===== src/rtl/pt_walker_pkg.sv =====
package pt_walker_pkg;

  typedef enum logic [2:0] {
    WS_IDLE,
    WS_RD_UP,
    WS_WT_UP,
    WS_RD_LO,
    WS_WT_LO,
    WS_DONE
  } walk_state_e;

endpackage


===== src/rtl/pt_root_reg.sv =====
module pt_root_reg #(
  parameter int W = 32
) (
  input  logic         clk,
  input  logic         rst_n,
  input  logic         we,
  input  logic [W-1:0] wdata,
  output logic [W-1:0] root
);
  always_ff @(posedge clk) begin
    if (!rst_n)  root <= '0;
    else if (we) root <= wdata;
  end
endmodule


===== src/rtl/pt_addr_gen.sv =====
module pt_addr_gen #(
  parameter int W  = 32,
  parameter int IW = 10
) (
  input  logic [W-1:0]  base,
  input  logic [IW-1:0] idx,
  output logic [W-1:0]  addr
);
  localparam int PadW = W - IW - 2;

  // word-sized entries: byte offset is index times four
  assign addr = base + {{PadW{1'b0}}, idx, 2'b00};
endmodule


===== src/rtl/pt_walk_fsm.sv =====
module pt_walk_fsm
  import pt_walker_pkg::*;
#(
  parameter int W         = 32,
  parameter int IW        = 10,
  parameter int VALID_BIT = 0
) (
  input  logic          clk,
  input  logic          rst_n,
  input  logic [W-1:0]  root,
  input  logic          req_valid,
  input  logic [2*IW-1:0] req_vpn,
  output logic          req_ready,
  output logic          busy,
  output logic          mem_req_valid,
  input  logic          mem_req_ready,
  input  logic          mem_rsp_valid,
  input  logic [W-1:0]  mem_rsp_data,
  output logic [W-1:0]  base_q,
  output logic [IW-1:0] idx,
  output logic          done,
  output logic          fault_q
);
  localparam int VpnW = 2 * IW;

  walk_state_e     state;
  logic [VpnW-1:0] vpn_q;

  always_ff @(posedge clk) begin
    if (!rst_n) begin
      state   <= WS_IDLE;
      vpn_q   <= '0;
      base_q  <= '0;
      fault_q <= 1'b0;
    end else begin
      case (state)
        WS_IDLE: if (req_valid) begin
          vpn_q   <= req_vpn;
          base_q  <= root;
          fault_q <= 1'b0;
          state   <= WS_RD_UP;
        end
        WS_RD_UP: if (mem_req_ready) state <= WS_WT_UP;
        WS_WT_UP: if (mem_rsp_valid) begin
          base_q <= mem_rsp_data;
          if (mem_rsp_data == '0) begin
            fault_q <= 1'b1;
            state   <= WS_DONE;
          end else begin
            state   <= WS_RD_LO;
          end
        end
        WS_RD_LO: if (mem_req_ready) state <= WS_WT_LO;
        WS_WT_LO: if (mem_rsp_valid) begin
          base_q  <= mem_rsp_data;
          fault_q <= ~mem_rsp_data[VALID_BIT];
          state   <= WS_DONE;
        end
        WS_DONE: begin
          fault_q <= 1'b0;
          state   <= WS_IDLE;
        end
        default: state <= WS_IDLE;
      endcase
    end
  end

  assign req_ready     = (state == WS_IDLE);
  assign busy          = (state != WS_IDLE);
  assign mem_req_valid = (state == WS_RD_UP) || (state == WS_RD_LO);
  assign done          = (state == WS_DONE);
  assign idx           = (state == WS_RD_LO) ? vpn_q[IW-1:0] : vpn_q[VpnW-1:IW];
endmodule


===== src/rtl/pt_walker.sv =====
module pt_walker #(
  parameter int W         = 32,
  parameter int IW        = 10,
  parameter int PPN_W     = 12,
  parameter int PERM_W    = 3,
  parameter int PERM_LSB  = 2,
  parameter int VALID_BIT = 0
) (
  input  logic              clk,
  input  logic              rst_n,
  input  logic              root_we,
  input  logic [W-1:0]      root_wdata,
  input  logic              req_valid,
  output logic              req_ready,
  input  logic [2*IW-1:0]   req_vpn,
  output logic              busy,
  output logic              mem_req_valid,
  input  logic              mem_req_ready,
  output logic [W-1:0]      mem_req_addr,
  input  logic              mem_rsp_valid,
  input  logic [W-1:0]      mem_rsp_data,
  output logic              done,
  output logic              fault,
  output logic [PPN_W-1:0]  ppn,
  output logic [PERM_W-1:0] perms
);
  localparam int PpnLsb = W - PPN_W;

  logic [W-1:0]  root;
  logic [W-1:0]  base_q;
  logic [IW-1:0] idx;
  logic          fault_q;
  logic          hit;

  pt_root_reg #(.W(W)) u_root (
    .clk   (clk),
    .rst_n (rst_n),
    .we    (root_we),
    .wdata (root_wdata),
    .root  (root)
  );

  pt_walk_fsm #(.W(W), .IW(IW), .VALID_BIT(VALID_BIT)) u_fsm (
    .clk           (clk),
    .rst_n         (rst_n),
    .root          (root),
    .req_valid     (req_valid),
    .req_vpn       (req_vpn),
    .req_ready     (req_ready),
    .busy          (busy),
    .mem_req_valid (mem_req_valid),
    .mem_req_ready (mem_req_ready),
    .mem_rsp_valid (mem_rsp_valid),
    .mem_rsp_data  (mem_rsp_data),
    .base_q        (base_q),
    .idx           (idx),
    .done          (done),
    .fault_q       (fault_q)
  );

  pt_addr_gen #(.W(W), .IW(IW)) u_addr (
    .base (base_q),
    .idx  (idx),
    .addr (mem_req_addr)
  );

  assign hit   = done && !fault_q;
  assign fault = done && fault_q;
  assign ppn   = hit ? base_q[PpnLsb +: PPN_W]   : '0;
  assign perms = hit ? base_q[PERM_LSB +: PERM_W] : '0;
endmodule


===== config.mk =====
export PLATFORM = sky130hd
export DESIGN_NAME = pt_walker
export DESIGN_NICKNAME = d
export VERILOG_FILES = /design/src/rtl/pt_walker_pkg.sv /design/src/rtl/pt_root_reg.sv /design/src/rtl/pt_addr_gen.sv /design/src/rtl/pt_walk_fsm.sv /design/src/rtl/pt_walker.sv
export SDC_FILE = /design/constraint.sdc
export NUM_CORES = 1
export LEC_CHECK = 0
export ABC_CLOCK_PERIOD_IN_PS = 4300
export BUFFER_PORTS_ARGS = -buffer_cell sky130_fd_sc_hd__buf_2
export CAP_MARGIN = 25
export CORE_MARGIN = 4
export CORE_UTILIZATION = 53
export DETAILED_ROUTE_END_ITERATION = 8
export PLACE_DENSITY = 0.81
export SLEW_MARGIN = 10
export SYNTH_ARGS = -nofsm -noshare
export SYNTH_HDL_FRONTEND = slang
export SYNTH_SLANG_ARGS = --single-unit
export TNS_END_PERCENT = 10

===== constraint.sdc =====
create_clock -name clk -period 4.3 [get_ports clk]
set_input_delay 0.215 -clock clk [delete_from_list [all_inputs] [get_ports clk]]
set_output_delay 0.215 -clock clk [all_outputs]
set_load 0.005 [all_outputs]

==> results.cfg <==
[outcome]
status = complete, no violations

[sta]
worst_pin_slew_ps = 911.0
setup_violations = 0
relSlewSlack_pct = 39.26
fin_ws_ps = 370.0
period_needed_ps = 3930
hold_slack_ps = 90.47
rsz0062_at_grt = false
fmax_ghz = 0.2545
finalHoldViolCount = 0
finClkSkew_ps = 14.53
maxSlewViolCount = 0
fin_crit_sh_pct = 91.40
fin_setup_tns_ps = 0

[clock_network]
h-tree-depth = 3
postCtsSetupBuffers = 0
clk_latency_ps = 360
clk_pin_slew_worst_paths_ps = 100
cts-resized-gates = 0
hold_buffers = 0
cts-root-buf = clkbuf_8
cts_tree = built
cts.sinks = 88
clockBufferDepth = 2
numCtsBuffers = 9

[drt]
viasPerCell = 5.585
dr.pass1.iters = 6
drtAntennaViolNets = 0
post-route-drc-count = 0
wl_per_cell_um = 16.52
drt_iter0_markers = 229
vias = 4312
drt-total-wl_mm = 12.75

[floorplan]
die_w_um = 104.4
die_h_um = 104.4
core_um2 = 8891
io_pins = 142
std_cell_rows = 34
dieArea_um2 = 10900
start_util_pct = 55.38

[power_and_ir_drop]
pwr-share-clk_pct = 30.4
leakagePower_nw = 2.948
powerDensity_nw_per_um2 = 347.8
swShare_pct = 31.58
p_int_mw = 1.396
p_sw_mw = 0.6447
p_comb_share_pct = 22.3
total_power_mw = 2.041
seqPwrFrac_pct = 47.3
ir_worst_vdd_mv = 0.2511

[grt]
antenna_found_initial = 0
grt_max_degree = 89
track_usage_pct = 22.87
grt_pass1_vias = 4159
overflow = 0
grt_pass1_wl_mm = 20.40

[worst_setup_path]
worst_setup_path_end_kind = output pin
critPathMaxStageDelay_ps = 580
crit_path_top_delay_cell = dfxtp_1
crit_type = reg2out
crit_arrival_ps = 3720
start_kind = flop
crit_chain = nor2b_1 -> nand2_1 -> mux2_2 -> ha_1 -> inv_1 -> fa_1 -> nand2b_1 -> a21oi_1 -> o21ai_2 -> a2111oi_4 -> xor2_1 -> buf_2
crit_fanout = 13
worstPathRequired_ps = 4090

[final_layout]
layout_commonest_cell = buf_2
fin_nets = 760
post-route-util_pct = 66.00
area_growth_pct = 19.19
post-route-cell-area_um2 = 5868
final_cell_mix = 141 x buf_2, 88 x dfxtp_1, 85 x nand2_1
diodes = 0
drive_gt1_share_pct = 27.71
layout.cells.non_filler = 772

[synth]
synth_top_area_cell = dfxtp_1
async_reset_ff_share_pct = 0
syn_area_um2 = 4923
synthesis.nets = 638
ys_top_cells_by_area = dfxtp_1 36%, mux2i_1 13%, o211a_1 6.5%
syn-instance-count = 537
ys_seq_elements = 88
syn_avg_cell_area_um2 = 9.168
ys_dominant_reg_cell = dfxtp_1
yosys.cell_types.count = 55
synth_edf_count = 0
synth_top_area_share_pct = 35.78
synth_sequential_area_ratio_pct = 35.78
yosys_warnings = 0

[placed_design]
dp_cells = 755
hpwl_mm = 9.899
gp_congestion = 0.8875
pre_cts_slack_ps = 777.6
io_buffers = 141
dpl_cell_area_um2 = 5627

[worst_hold_path]
hp-class = in2reg

[flow_run]
max-cap-violations = 0
==> layer usage <==
metal | track usage (%) | share of wire, %
met1 | 29.37 | 44
met2 | 37.78 | 48
met3 | 6.766 | 6.5
met4 | 5.413 | 1.5
met5 | 0 | 0
==> cell families (layout without fill, tap and decap cells) <==
group | after synthesis | count (layout) | synth area share (%)
and+or+nand+nor | 193 | 193 | 20.15
AOI/OAI and AO/OA | 96 | 96 | 16.32
DFF | 88 | 88 | 35.78
muxes | 74 | 74 | 15.30
buffers and inverters | 47 | 174 | 4.498
xor gates and xnor gates | 27 | 27 | 4.803
adders and majority gates | 12 | 12 | 3.151
==> worst max-delay path, delay by kind of cell (launching register included) <==
family | cells | cell delay, ps
mux | 1 | 320
simple gates | 3 | 690
flops | 1 | 580
fa+ha+maj | 2 | 580
compound gates | 3 | 790
buf+inv | 2 | 200
xor+xnor | 1 | 180
==> cells in the mapped netlist, types with 2 or more instances <==
cell and instances:
xor2_1 17, a21boi_0 20, o31a_1 2, nor2_1 14, clkbuf_1 18, or3_1 2
nor4_1 9, a211oi_1 9, nand3_1 2, nor3b_1 3, ha_1 10, nor3_1 9
o211a_1 32, buf_1 2, mux2_2 10, dfxtp_1 88, o211ai_1 2, buf_2 6
xnor2_1 10, a21o_1 3, nand4_1 4, nor4b_1 2, inv_1 12, nand2_1 85
and3_1 2, and3b_1 2, mux2i_1 64, a21oi_1 8, nor2b_1 35, buf_4 8
o21ai_0 7, nand2b_1 7, and2_1 11
==> area by class of cell <==
class | instances | area, um^2
Timing Repair Buffer | 146 | 755.7
Fill cell | 752 | 3023
Inverter | 12 | 45.04
Multi-Input combinational cell | 402 | 2949
Sequential cell | 88 | 1762
Tap cell | 108 | 135.1
Clock inverter | 7 | 97.59
Clock buffer | 9 | 123.9
==> power groups by stage <==
stage	Sequential, mW	Clock (mW)	Combinational [mW]
2_1_floorplan	0.947	0	0.312
3_3_place_gp	0.978	0	0.434
3_5_place_dp	0.981	0	0.449
4_1_cts	0.963	0.634	0.452
5_1_grt	0.974	0.670	0.503
6_report	0.965	0.621	0.456
==> flip-flops by register name (all words and copies together) (netlist names) <==
register / count
u_root.root: 32
u_fsm.state: 3
u_fsm.vpn_q: 20
u_fsm.fault_q: 1
u_fsm.base_q: 32
==> worst paths after layout <==
| check | from | endpoint | slack, ps | depth (start not counted) |
|---|---|---|---|---|
| setup / recovery | u_fsm.state[0]$_SDFFE_PN0P_ | mem_req_addr[30] | 370 | 12 |
| hold / removal | req_vpn[6] | u_fsm.vpn_q[6]$_SDFFE_PN0P_ | 90 | 3 |
| setup reg to reg | u_fsm.state[1]$_SDFFE_PN0P_ | u_fsm.base_q[22]$_SDFFE_PN0P_ | 2250 | 6 |
| hold reg to reg | u_fsm.vpn_q[13]$_SDFFE_PN0P_ | u_fsm.vpn_q[13]$_SDFFE_PN0P_ | 480 | 2 |
No activity file was read; power rests on OpenSTA's default activity.
